`src/rtl/udw_pkg.sv`:
```
package udw_pkg;
  localparam int unsigned DW  = 32;
  localparam int unsigned CRW = 4;

  // Condition field bit positions, decoded by the branch unit
  localparam int unsigned CR_LT = 3;
  localparam int unsigned CR_GT = 2;
  localparam int unsigned CR_EQ = 1;
  localparam int unsigned CR_SO = 0;

  typedef struct packed {
    logic           ovf_en;
    logic           rec;
    logic           so;
    logic           ov;
    logic           ca;
    logic [CRW-1:0] cr;
    logic           dz;
  } udw_ctl_t;

  typedef struct packed {
    logic           so;
    logic           ov;
    logic           ca;
    logic [CRW-1:0] cr;
  } udw_flags_t;
endpackage

```
`src/rtl/udw_seq.sv`:
```
module udw_seq #(
  parameter int unsigned STEPS = 32
) (
  input  logic clk,
  input  logic rst_n,
  input  logic start_i,
  input  logic dz_i,
  output logic busy_o,
  output logic load_o,
  output logic step_o,
  output logic fin_o
);
  localparam int unsigned CW = $clog2(STEPS) + 1;
  localparam logic [CW-1:0] LAST = CW'(STEPS - 1);

  logic          busy_q, busy_d;
  logic          fin_q, fin_d;
  logic [CW-1:0] cnt_q, cnt_d;

  assign load_o = start_i && !busy_q;
  assign step_o = busy_q && !fin_q;
  assign fin_o  = busy_q && fin_q;
  assign busy_o = busy_q;

  always_comb begin
    busy_d = busy_q;
    fin_d  = fin_q;
    cnt_d  = cnt_q;
    if (load_o) begin
      busy_d = 1'b1;
      fin_d  = dz_i;
      cnt_d  = '0;
    end else if (fin_o) begin
      busy_d = 1'b0;
      fin_d  = 1'b0;
    end else if (step_o) begin
      cnt_d = cnt_q + 1'b1;
      if (cnt_q == LAST) fin_d = 1'b1;
    end
  end

  always_ff @(posedge clk or negedge rst_n) begin
    if (!rst_n) begin
      busy_q <= 1'b0;
      fin_q  <= 1'b0;
      cnt_q  <= '0;
    end else begin
      busy_q <= busy_d;
      fin_q  <= fin_d;
      cnt_q  <= cnt_d;
    end
  end

  // the step counter never runs past the last quotient bit
  a_r2_cnt_bound: assert property (@(posedge clk) disable iff (!rst_n)
    step_o |-> cnt_q <= LAST);
  // the finish phase lasts a single cycle
  a_r4_fin_once: assert property (@(posedge clk) disable iff (!rst_n)
    fin_o |=> !busy_q);
endmodule

```
`src/rtl/udw_core.sv`:
```
module udw_core #(
  parameter int unsigned W = 32
) (
  input  logic         clk,
  input  logic         rst_n,
  input  logic         load_i,
  input  logic         step_i,
  input  logic [W-1:0] dividend_i,
  input  logic [W-1:0] divisor_i,
  output logic [W-1:0] quot_o,
  output logic [W:0]   rem_o,
  output logic [W-1:0] dvs_o
);
  logic [W:0]   rem_q, rem_d;
  logic [W-1:0] q_q, q_d;
  logic [W-1:0] dvs_q, dvs_d;
  logic [W:0]   shifted;
  logic [W:0]   diff;
  logic         fits;

  assign shifted = {rem_q[W-1:0], q_q[W-1]};
  assign diff    = shifted - {1'b0, dvs_q};
  assign fits    = shifted >= {1'b0, dvs_q};

  always_comb begin
    rem_d = rem_q;
    q_d   = q_q;
    dvs_d = dvs_q;
    if (load_i) begin
      rem_d = '0;
      q_d   = dividend_i;
      dvs_d = divisor_i;
    end else if (step_i) begin
      rem_d = fits ? diff : shifted;
      q_d   = {q_q[W-2:0], fits};
    end
  end

  always_ff @(posedge clk or negedge rst_n) begin
    if (!rst_n) begin
      rem_q <= '0;
      q_q   <= '0;
      dvs_q <= '0;
    end else if (load_i || step_i) begin
      rem_q <= rem_d;
      q_q   <= q_d;
      dvs_q <= dvs_d;
    end
  end

  assign quot_o = q_q;
  assign rem_o  = rem_q;
  assign dvs_o  = dvs_q;

  // the partial remainder stays below the divisor after every step
  a_r1_rem_bound: assert property (@(posedge clk) disable iff (!rst_n)
    (step_i && dvs_q != '0) |=> rem_q < {1'b0, dvs_q});
endmodule

```
`src/rtl/udw_flags.sv`:
```
module udw_flags
  import udw_pkg::*;
#(
  parameter int unsigned W = 32
) (
  input  logic [W-1:0] quot_i,
  input  udw_ctl_t     ctl_i,
  output udw_flags_t   flags_o
);
  logic ov_new, so_new;
  logic lt, gt, eq;

  always_comb begin
    ov_new = ctl_i.ovf_en ? ctl_i.dz : ctl_i.ov;
    so_new = ctl_i.ovf_en ? (ctl_i.so | ctl_i.dz) : ctl_i.so;
    eq     = (quot_i == '0);
    lt     = quot_i[W-1];
    gt     = !lt && !eq;
    flags_o.ov = ov_new;
    flags_o.so = so_new;
    flags_o.ca = ctl_i.ca;
    flags_o.cr = ctl_i.cr;
    if (ctl_i.rec) begin
      flags_o.cr[CR_LT] = lt;
      flags_o.cr[CR_GT] = gt;
      flags_o.cr[CR_EQ] = eq;
      flags_o.cr[CR_SO] = so_new;
    end
  end
endmodule

```
`src/rtl/udw_div_unit.sv`:
```
module udw_div_unit
  import udw_pkg::*;
(
  input  logic           clk,
  input  logic           rst_n,
  input  logic           start_i,
  input  logic [DW-1:0]  dividend_i,
  input  logic [DW-1:0]  divisor_i,
  input  logic           ovf_en_i,
  input  logic           rec_i,
  input  logic           so_i,
  input  logic           ov_i,
  input  logic           ca_i,
  input  logic [CRW-1:0] cr_i,
  output logic           busy_o,
  output logic           done_o,
  output logic [DW-1:0]  quot_o,
  output logic           so_o,
  output logic           ov_o,
  output logic           ca_o,
  output logic [CRW-1:0] cr_o
);
  logic          load, step, fin, dz_in;
  logic [DW-1:0] core_q, core_dvs, quot_fin;
  logic [DW:0]   core_rem;
  udw_ctl_t      ctl_q, ctl_d;
  udw_flags_t    flags_fin, flags_q;
  logic [DW-1:0] quot_q;
  logic          done_q;

  assign dz_in = (divisor_i == '0);

  udw_seq #(.STEPS(DW)) u_seq (
    .clk(clk), .rst_n(rst_n), .start_i(start_i), .dz_i(dz_in),
    .busy_o(busy_o), .load_o(load), .step_o(step), .fin_o(fin)
  );

  udw_core #(.W(DW)) u_core (
    .clk(clk), .rst_n(rst_n), .load_i(load), .step_i(step),
    .dividend_i(dividend_i), .divisor_i(divisor_i),
    .quot_o(core_q), .rem_o(core_rem), .dvs_o(core_dvs)
  );

  assign quot_fin = ctl_q.dz ? '0 : core_q;

  udw_flags #(.W(DW)) u_flags (
    .quot_i(quot_fin), .ctl_i(ctl_q), .flags_o(flags_fin)
  );

  always_comb begin
    ctl_d = ctl_q;
    if (load) begin
      ctl_d.ovf_en = ovf_en_i;
      ctl_d.rec    = rec_i;
      ctl_d.so     = so_i;
      ctl_d.ov     = ov_i;
      ctl_d.ca     = ca_i;
      ctl_d.cr     = cr_i;
      ctl_d.dz     = dz_in;
    end
  end

  always_ff @(posedge clk or negedge rst_n) begin
    if (!rst_n) ctl_q <= '0;
    else if (load) ctl_q <= ctl_d;
  end

  always_ff @(posedge clk or negedge rst_n) begin
    if (!rst_n) begin
      quot_q  <= '0;
      flags_q <= '0;
    end else if (fin) begin
      quot_q  <= quot_fin;
      flags_q <= flags_fin;
    end
  end

  always_ff @(posedge clk or negedge rst_n) begin
    if (!rst_n) done_q <= 1'b0;
    else        done_q <= fin;
  end

  assign done_o = done_q;
  assign quot_o = quot_q;
  assign so_o   = flags_q.so;
  assign ov_o   = flags_q.ov;
  assign ca_o   = flags_q.ca;
  assign cr_o   = flags_q.cr;

  // done is a single-cycle pulse and never overlaps busy
  a_r4_done_pulse: assert property (@(posedge clk) disable iff (!rst_n)
    done_o |=> !done_o);
  a_r4_done_idle: assert property (@(posedge clk) disable iff (!rst_n)
    done_o |-> !busy_o);
  // a start while busy leaves the captured operation untouched
  a_r5_ignore_start: assert property (@(posedge clk) disable iff (!rst_n)
    (busy_o && start_i) |=> ($stable(ctl_q) && $stable(core_dvs)));
  // final remainder is below the divisor
  a_r1_final_rem: assert property (@(posedge clk) disable iff (!rst_n)
    (fin && !ctl_q.dz) |-> core_rem < {1'b0, core_dvs});
  // a set summary flag survives any overflow-enabled form
  a_r7_so_sticky: assert property (@(posedge clk) disable iff (!rst_n)
    (fin && ctl_q.so) |=> so_o);
  // record clear returns the captured condition field
  a_r10_cr_keep: assert property (@(posedge clk) disable iff (!rst_n)
    (fin && !ctl_q.rec) |=> cr_o == $past(ctl_q.cr));
  // results hold between done pulses
  a_r12_hold: assert property (@(posedge clk) disable iff (!rst_n)
    !fin |=> $stable(quot_o));
endmodule

```
`config.mk`:
```
export PLATFORM = sky130hd
export DESIGN_NAME = udw_div_unit
export DESIGN_NICKNAME = d
export VERILOG_FILES = /design/src/rtl/udw_pkg.sv /design/src/rtl/udw_seq.sv /design/src/rtl/udw_core.sv /design/src/rtl/udw_flags.sv /design/src/rtl/udw_div_unit.sv
export SDC_FILE = /design/constraint.sdc
export NUM_CORES = 1
export LEC_CHECK = 0
export ABC_AREA = 1
export BUFFER_PORTS_ARGS = -buffer_cell sky130_fd_sc_hd__buf_2
export CORE_ASPECT_RATIO = 1.5
export CORE_MARGIN = 2
export CORE_UTILIZATION = 23
export DETAILED_ROUTE_END_ITERATION = 10
export HOLD_SLACK_MARGIN = 0.12
export PLACE_DENSITY = 0.45
export SLEW_MARGIN = 40
export SYNTH_ARGS = -nofsm -noshare
export SYNTH_HDL_FRONTEND = slang
export SYNTH_HIERARCHICAL = 1
export SYNTH_SLANG_ARGS = --single-unit
export TNS_END_PERCENT = 50
```
`constraint.sdc`:
```
create_clock -name clk -period 2.8 [get_ports clk]
set_input_delay 0.28 -clock clk [delete_from_list [all_inputs] [get_ports clk]]
set_output_delay 0.28 -clock clk [all_outputs]
set_load 0.005 [all_outputs]
```
==> impl_metrics.py, run 1 <==
metrics = {
    "grt": {
        "grt_pass1_vias": 9371,
        "grt_pass1_wl_mm": 49.9,
        "grt.overflow.total": 0,
        "antenna_found_initial": 0,
        "track_usage_pct": 14.2,
        "grt_max_degree": 59,
    },
    "logic_synthesis": {
        "ys_warn_count": 6,
        "syn-instance-count": 1364,
        "synth_area_per_cell_sq_um": 7.33,
        "syn_area_sq_um": 9990,
        "synth_fp_nets": 1474,
    },
    "power": {
        "power_density_nw_per_um2": 1350,
        "p_int_w": 0.00839,
        "power_frac_seq_pct": 23.1,
        "power_leakage_nw": 6.45,
        "ir_worst_vdd_mv": 0.453,
        "p_switching_w": 0.00842,
        "pwr-share-comb_pct": 62.9,
        "p_clk_share_pct": 14.0,
        "switching_share_pct": 50.1,
    },
    "cts": {
        "cts.path.max_buffers": 2,
        "htreeDepth": 4,
        "cts_tree": "done",
        "clk_pin_slew_ns": 0.07,
        "clock-sinks": 154,
        "numCtsBuffers": 17,
        "clk-insertion-delay-late_ns": 0.45,
        "root_buffer": "clkbuf_16",
        "post_cts_buffers": 0,
    },
    "critical_path": {
        "crit_path_max_fanout": 17,
        "worstSetupEndpointType": "flop",
        "start_kind": "flop",
        "worst_ep_arrival_time_ns": 2.87,
        "path_class": "flop to flop",
        "critPathRequiredTime_ns": 3.14,
    },
    "worst_hold_path": {
        "hp-class": "input port to flop",
    },
    "drt": {
        "drc_errors": 0,
        "vias_per_cell": 4.22,
        "drtIter0Drc": 476,
        "routed_wl_mm": 31.4,
        "wl_per_cell_um": 14.8,
        "drt_pre_antenna_iters": 4,
        "num_vias": 8977,
        "drtAntennaViolNets": 0,
    },
    "sta": {
        "post-route-min-period_ns": 2.54,
        "worst_slack_ns": 0.263,
        "final_max_slew_viol_count": 0,
        "max_slew_margin_pct": 49.5,
        "max_freq_mhz": 394,
        "final.setup.tns_ns": 0,
        "rsz0062_at_grt": "false",
        "hold_violations": 0,
        "skew_ns": 0.0107,
        "setup_viol": 0,
        "finalCritPeriodShare_pct": 90.6,
        "worst_pin_slew_ns": 0.756,
    },
    "finish": {
        "final_nets": 1652,
        "synthToLayoutAreaGrowth_pct": 25.0,
        "design_area_sq_um": 12500,
        "diodes": 0,
        "layout-drive-gt1-share_pct": 16.9,
        "fillers": 4669,
    },
    "floorplanning": {
        "start_util_pct": 23.3,
        "die_y_um": 259,
        "io_pins": 117,
        "die_w_um": 174,
        "rows": 93,
        "die_area_sq_um": 45200,
        "core_area_sq_um": 42900,
    },
    "placement": {
        "pre_cts_ws_ns": 0.189,
        "portBuffers": 116,
        "dp_hpwl_mm": 24.1,
        "gp_congestion": 0.900,
        "place_area_sq_um": 11200,
    },
    "status": {
        "status": "finished, final reports clean",
    },
    "run": {
        "maxCapViolCount": 0,
    },
}
==> cells in the final DEF (no fill, tap or decap), types with 4 or more instances in the layout <==
cell,n
clkinvlp_4,4
nor3_1,5
nand2_1,496
mux2_2,10
xnor2_1,12
ha_1,33
xor2_1,6
buf_2,115
inv_2,8
clkbuf_16,17
nor2_4,23
a21oi_1,21
o21ai_0,38
nand2_2,5
inv_1,221
nand3_1,54
buf_4,16
o221ai_1,19
dlygate4sd3_1,70
o211ai_1,5
inv_6,4
mux2_4,30
dfrtp_1,153
nor2_2,7
nand4_1,36
nor2_1,102
o21bai_1,5
==> registers in the layout (all words and copies together) (netlist names) <==
signal	cells
u_seq/fin_q	1
u_core/rem_o	32
ctl_q	10
ov_o	1
u_seq/cnt_q	6
ca_o	1
u_core/dvs_o	32
so_o	1
cr_o	4
done_o	1
u_core/quot_o	32
u_seq/busy_o	1
quot_o	32
==> worst max-delay path: stages (launching register included) <==
cell     delay (ns)
dfrtp_1        0.41
ha_1           0.39
nand2_1        0.16
inv_2          0.05
nand2_1        0.20
inv_2          0.04
nand2_1        0.08
a21oi_1        0.07
nor2_2         0.33
nand3_4        0.31
nand2_1        0.20
nand2_1        0.06
nand2_1        0.06
nand2_1        0.05
==> repair_timing <==
action | CTS | global route
endpoints found under the setup margin | 0 | 6
gates resized for setup | 0 | 1
hold buffers | 70 | 0
endpoints found under the hold margin | 124 | 0
==> area by class of cell <==
cell class | instances | area [sq um] | area share, %
Clock buffer | 19 | 453 | 3.63
Clock inverter | 13 | 131 | 1.05
Inverter | 232 | 872 | 6.98
Multi-Input combinational cell | 932 | 5000 | 40.0
Sequential cell | 154 | 3850 | 30.9
Tap cell | 570 | 713 | 5.71
Timing Repair Buffer | 205 | 1470 | 11.7
==> path summary, 6_finish.rpt <==
kind	from	endpoint	slack [ns]	cells past startpoint
min reg2reg	ctl_q[5]	ctl_q[5]	0.48	2
min	dividend_i[27]	u_core/quot_o[27]	0.12	3
min in group asynchronous	rst_n	quot_o[16]	0.35	2
max in group asynchronous	rst_n	ctl_q[5]	1.61	3
max reg2reg	u_core/rem_o[20]	u_core/rem_o[25]	0.26	13
max	u_core/rem_o[20]	u_core/rem_o[25]	0.26	13
==> power groups by stage <==
stage,clock network [W],logic [W],registers [W]
finish,0.00236,0.0106,0.00388
global placement,0,0.0104,0.00391
global route,0.00254,0.0120,0.00401
detailed placement,0,0.0105,0.00393
CTS,0.00246,0.0106,0.00389
floorplan,0,0.00765,0.00381
==> routing by layer <==
layer  wire, um  track usage [%]
met5          0                0
met4       1510             7.87
met3        816             2.49
met2      16800             26.8
met1      12300             14.7
==> through the flow <==
stage	util [%]	power, W	std cells	hold WS (ns)
after CTS	29.1	0.0170	2124	0.133
after global routing	29.1	0.0186	2125	0.135
after floorplan	-	0.0115	1364	-0.0156
after detailed placement	26.1	0.0144	2022	0.301
after global placement	26.1	0.0144	2022	0.294
final	29.1	0.0168	2125	0.124
Power figures use the tool's default switching activity.
==> inputs of run 2 (changes only) <==
CORE_UTILIZATION = 55   (was 23)
PLACE_DENSITY = 0.83   (was 0.45)
==> impl_metrics.py, run 2 (synthesis gave the netlist of run 1 again) <==
metrics = {
    "sta": {
        "final.setup.tns_ns": 0,
        "finalCritPeriodShare_pct": 87.1,
        "post-route-min-period_ns": 2.44,
        "setup_viol": 0,
        "max_freq_mhz": 410,
        "rsz0062_at_grt": "false",
        "max_slew_margin_pct": 48.6,
        "worst_pin_slew_ns": 0.769,
        "final_max_slew_viol_count": 0,
        "hold_violations": 0,
        "skew_ns": 0.00870,
    },
    "grt": {
        "top_usage_layer": "met2",
        "grt_max_degree": 82,
        "grt_pass1_wl_mm": 44.1,
        "use_met2_pct": 54.0,
        "grt.met1_usage_pct": 30.3,
        "grt.overflow.total": 0,
        "grt_pass1_vias": 9385,
        "track_usage_pct": 28.9,
        "met3_usage_pct": 4.65,
        "antenna_found_initial": 0,
    },
    "cts": {
        "cts_hold_buf": 72,
        "numCtsBuffers": 17,
        "clk_pin_slew_ns": 0.07,
        "clock-sinks": 154,
        "post_cts_buffers": 0,
        "htreeDepth": 4,
        "cts_tree": "done",
        "cts.path.max_buffers": 2,
        "root_buffer": "clkbuf_16",
        "clk-insertion-delay-late_ns": 0.43,
        "cts_resized": 0,
    },
    "floorplanning": {
        "rows": 60,
        "die_area_sq_um": 19300,
        "die_w_um": 114,
        "io_pins": 117,
        "die_y_um": 169,
        "core_area_sq_um": 17900,
        "start_util_pct": 55.9,
    },
    "worst_hold_path": {
        "holdPathEnd": "u_core/dvs_o[1]",
        "hp-start": "divisor_i[1]",
        "hp-class": "input port to flop",
        "holdPathStages": 3,
    },
    "power": {
        "total_power_w": 0.0165,
        "p_int_w": 0.00833,
        "power_density_nw_per_um2": 1370,
        "pwr-share-comb_pct": 62.3,
        "p_switching_w": 0.00819,
        "power_frac_seq_pct": 23.8,
        "ir_worst_vdd_mv": 0.572,
        "p_clk_share_pct": 13.9,
        "switching_share_pct": 49.6,
        "power_leakage_nw": 6.45,
    },
    "drt": {
        "wl_per_cell_um": 15.3,
        "drc_errors": 0,
        "drtIter0Drc": 689,
        "drtAntennaViolNets": 0,
        "vias_per_cell": 5.32,
        "routed_wl_mm": 27.2,
        "drt_pre_antenna_iters": 5,
        "num_vias": 9415,
    },
    "run": {
        "maxCapViolCount": 0,
    },
    "placement": {
        "portBuffers": 116,
        "gp_congestion": 1.01,
        "dp_hpwl_mm": 19.0,
    },
    "critical_path": {
        "critPathRequiredTime_ns": 3.12,
        "crit_start": "ctl_q[0]",
        "worst_ep_arrival_time_ns": 2.75,
        "crit_path_max_fanout": 14,
        "path_class": "flop to flop",
        "worstRegToRegCells": 9,
        "r2r_start": "ctl_q[0]",
        "worstSetupEndpointType": "flop",
        "regToRegEndpoint": "cr_o[2]",
        "start_kind": "flop",
        "rrSetupSlack_ns": 0.36,
    },
    "finish": {
        "diodes": 0,
        "final_common_cell": "nand2_1",
        "layout-drive-gt1-share_pct": 16.7,
        "synthToLayoutAreaGrowth_pct": 20.6,
        "final_nets": 1650,
        "mostFrequentLayoutCells": "nand2_1, inv_1, dfrtp_1",
    },
    "status": {
        "status": "finished, final reports clean",
    },
}
-- run 2: power by group through the flow --
stage,Sequential [W],Clock [W],Combinational [W]
after CTS,0.00391,0.00234,0.0102
after detailed placement,0.00393,0,0.0100
after floorplan,0.00381,0,0.00765
final,0.00393,0.00229,0.0103
after global placement,0.00389,0,0.00980
after global routing,0.00404,0.00242,0.0115
-- run 2: cell type report --
class                   instances  area [sq um]
repair buffers                204          1490
clock inverters                14           149
multi-input cells             931          4970
fillers                      1434          5810
well taps                     217           272
clock buffers                  18           439
flip-flops and latches        154          3850
inverters                     232           872
-- run 2: how the worst max path moves through the flow --
stage                       endpoint  slack [ns]  depth (start not counted)
detailed placement  u_core/rem_o[15]        0.41                         14
floorplan           u_core/rem_o[28]        0.85                         15
CTS                 u_core/rem_o[15]        0.39                         14
global placement    u_core/rem_o[12]        0.42                         14
global route        u_core/rem_o[25]        0.23                         16
finish                       cr_o[2]        0.36                          9
-- run 2: metal layers --
layer	up-vias	share of wire (%)
met1	4405	38
met3	92	4.6
met2	345	53
li1	4573	-
met4	0	4.9
met5	-	0
-- run 2: stage by stage --
stage | utilization [%] | setup WS [ns] | instance area, sq um | hold slack [ns] | std cells
after floorplan | - | 0.854 | 9990 | -0.0156 | 1364
after global routing | 67.5 | 0.226 | 12100 | 0.145 | 1770
after global placement | 60.1 | 0.421 | 10700 | 0.371 | 1666
after detailed placement | 60.1 | 0.408 | 10700 | 0.380 | 1666
after CTS | 67.5 | 0.390 | 12100 | 0.121 | 1770
final | 67.5 | 0.361 | 12100 | 0.135 | 1770
-- run 2: critical path: stages, from the launching register on --
cell,delay (ns)
dfrtp_2,0.80
buf_12,0.27
nor2_1,0.10
nor2_1,0.14
nand2_1,0.12
nor2_1,0.17
nand2_1,0.15
o21ai_1,0.20
nand2_1,0.10
mux2_2,0.28
==> inputs of run 3 (changes only) <==
PLACE_DENSITY = 0.78   (was 0.83)
==> impl_metrics.py, run 3 (synthesis gave the netlist of run 1 again) <==
metrics = {
    "status": {
        "status": "finished, final reports clean",
    },
    "drt": {
        "drt_pre_antenna_iters": 5,
        "vias_per_cell": 5.27,
        "drtIter0Drc": 562,
        "num_vias": 9288,
        "drtAntennaViolNets": 0,
        "wl_per_cell_um": 15.5,
        "drc_errors": 0,
        "routed_wl_mm": 27.3,
    },
    "grt": {
        "met3_usage_pct": 5.23,
        "antenna_found_initial": 0,
        "grt_max_degree": 71,
        "top_usage_layer": "met2",
        "track_usage_pct": 29.1,
        "grt_pass1_wl_mm": 44.3,
        "grt_pass1_vias": 9349,
        "use_met2_pct": 54.7,
        "grt.overflow.total": 0,
        "grt.met1_usage_pct": 30.9,
    },
    "power": {
        "power_leakage_nw": 6.41,
        "power_density_nw_per_um2": 1380,
        "ir_worst_vdd_mv": 0.634,
    },
    "sta": {
        "max_slew_margin_pct": 45.8,
        "worst_pin_slew_ns": 0.812,
        "rsz0062_at_grt": "false",
        "skew_ns": 0.00890,
        "worst_slack_ns": 0.305,
        "post-route-min-period_ns": 2.50,
        "max_freq_mhz": 401,
        "hold_violations": 0,
        "final_max_slew_viol_count": 0,
        "setup_viol": 0,
        "final.setup.tns_ns": 0,
        "hold_slack_ns": 0.148,
        "finalCritPeriodShare_pct": 89.1,
    },
    "placement": {
        "dp_hpwl_mm": 19.1,
        "gp_congestion": 0.997,
        "portBuffers": 116,
        "pre_cts_ws_ns": 0.314,
    },
    "cts": {
        "clock-sinks": 154,
        "cts_tree": "done",
        "clk_pin_slew_ns": 0.07,
        "cts_resized": 0,
        "numCtsBuffers": 17,
        "htreeDepth": 4,
        "clk-insertion-delay-late_ns": 0.43,
        "cts.path.max_buffers": 2,
        "root_buffer": "clkbuf_16",
    },
    "floorplanning": {
        "die_area_sq_um": 19300,
        "start_util_pct": 55.9,
        "io_pins": 117,
        "core_area_sq_um": 17900,
        "die_y_um": 169,
        "rows": 60,
        "die_w_um": 114,
    },
    "critical_path": {
        "crit_path_max_fanout": 33,
        "path_class": "flop to flop",
        "start_kind": "flop",
        "worst_ep_arrival_time_ns": 2.82,
        "cpMaxStageDelayCell": "dfrtp_1",
        "critPathRequiredTime_ns": 3.12,
        "crit_path_max_incr_delay_ns": 0.40,
        "worstSetupEndpointType": "flop",
        "path_buf_inv": 2,
        "worst_path_most_repeated_cell": "nand2_1",
        "path_delay_family": "simple AND/OR/NAND/NOR gates",
        "crit_chain": "ha_1 -> nand2_1 -> inv_1 -> nand2_1 -> nand2_1 -> inv_2 -> nand3_2 -> nand2_2 -> nand2_2 -> nand2_4 -> nand3_4 -> nand2_1 -> nand2_1 -> nand2_1 -> nand2_1",
    },
    "finish": {
        "mostFrequentLayoutCells": "nand2_1, inv_1, dfrtp_1",
        "fillers": 1545,
        "layout-drive-gt1-share_pct": 16.5,
        "fin_util_pct": 67.0,
        "diodes": 0,
        "final_common_cell": "nand2_1",
        "synthToLayoutAreaGrowth_pct": 19.8,
        "final_nets": 1645,
    },
    "run": {
        "maxCapViolCount": 0,
    },
    "worst_hold_path": {
        "hp-class": "input port to flop",
    },
}
[run 3: changes by cell type in the layout (fill, tap and decap cells not counted), moves of 3 or more]
cell,previous run,this run
buf_12,5,2
clkinv_4,2,5
dlygate4sd3_1,72,69
inv_8,5,2
[run 3: worst min-delay path, stage by stage]
cell	delay, ns
buf_2	0.12
nand2_1	0.06
o21ai_0	0.07
[run 3: stage by stage]
| step | area, sq um | cells | total power (W) |
|---|---|---|---|
| 5_1_grt | 12000 | 1764 | 0.0180 |
| 6_report | 12000 | 1764 | 0.0165 |
| 3_3_place_gp | 10700 | 1664 | 0.0137 |
| 2_1_floorplan | 9990 | 1364 | 0.0115 |
| 3_5_place_dp | 10700 | 1664 | 0.0139 |
| 4_1_cts | 12000 | 1764 | 0.0164 |
[run 3: repair_timing]
action | in CTS | in global routing
hold buffers | 69 | 0
buffers inserted | 0 | 0
hold endpoints to repair | 135 | 0
[run 3: area by class of cell]
type	count	area (sq um)	area share [%]
flip-flops and latches	154	3850	32.2
well taps	217	272	2.27
clock inverters	14	164	1.37
clock buffers	17	425	3.55
multi-input cells	931	4970	41.6
inverters	232	872	7.29
repair buffers	199	1410	11.8
[run 3: where the power goes]
group	internal, W	switching (W)
logic	0.00372	0.00657
registers	0.00330	0.000612
clock network	0.00133	0.00101
[run 3: worst paths after layout]
check	start	endpoint	slack, ns	cells past startpoint
min in group asynchronous	rst_n	quot_o[11]	0.43	2
worst max register to register	u_core/rem_o[7]	u_core/rem_o[27]	0.30	15
worst min-delay path	divisor_i[31]	u_core/dvs_o[31]	0.15	3
worst min register to register	ctl_q[5]	ctl_q[5]	0.48	2
worst max-delay path	u_core/rem_o[7]	u_core/rem_o[27]	0.30	15
max in group asynchronous	rst_n	u_core/quot_o[19]	1.62	3
[run 3: metal layers]
layer	share of wire (%)	vias to the layer above
li1	-	4582
met1	38	4332
met2	53	290
met3	4.1	84
met4	4.2	0
met5	0	-
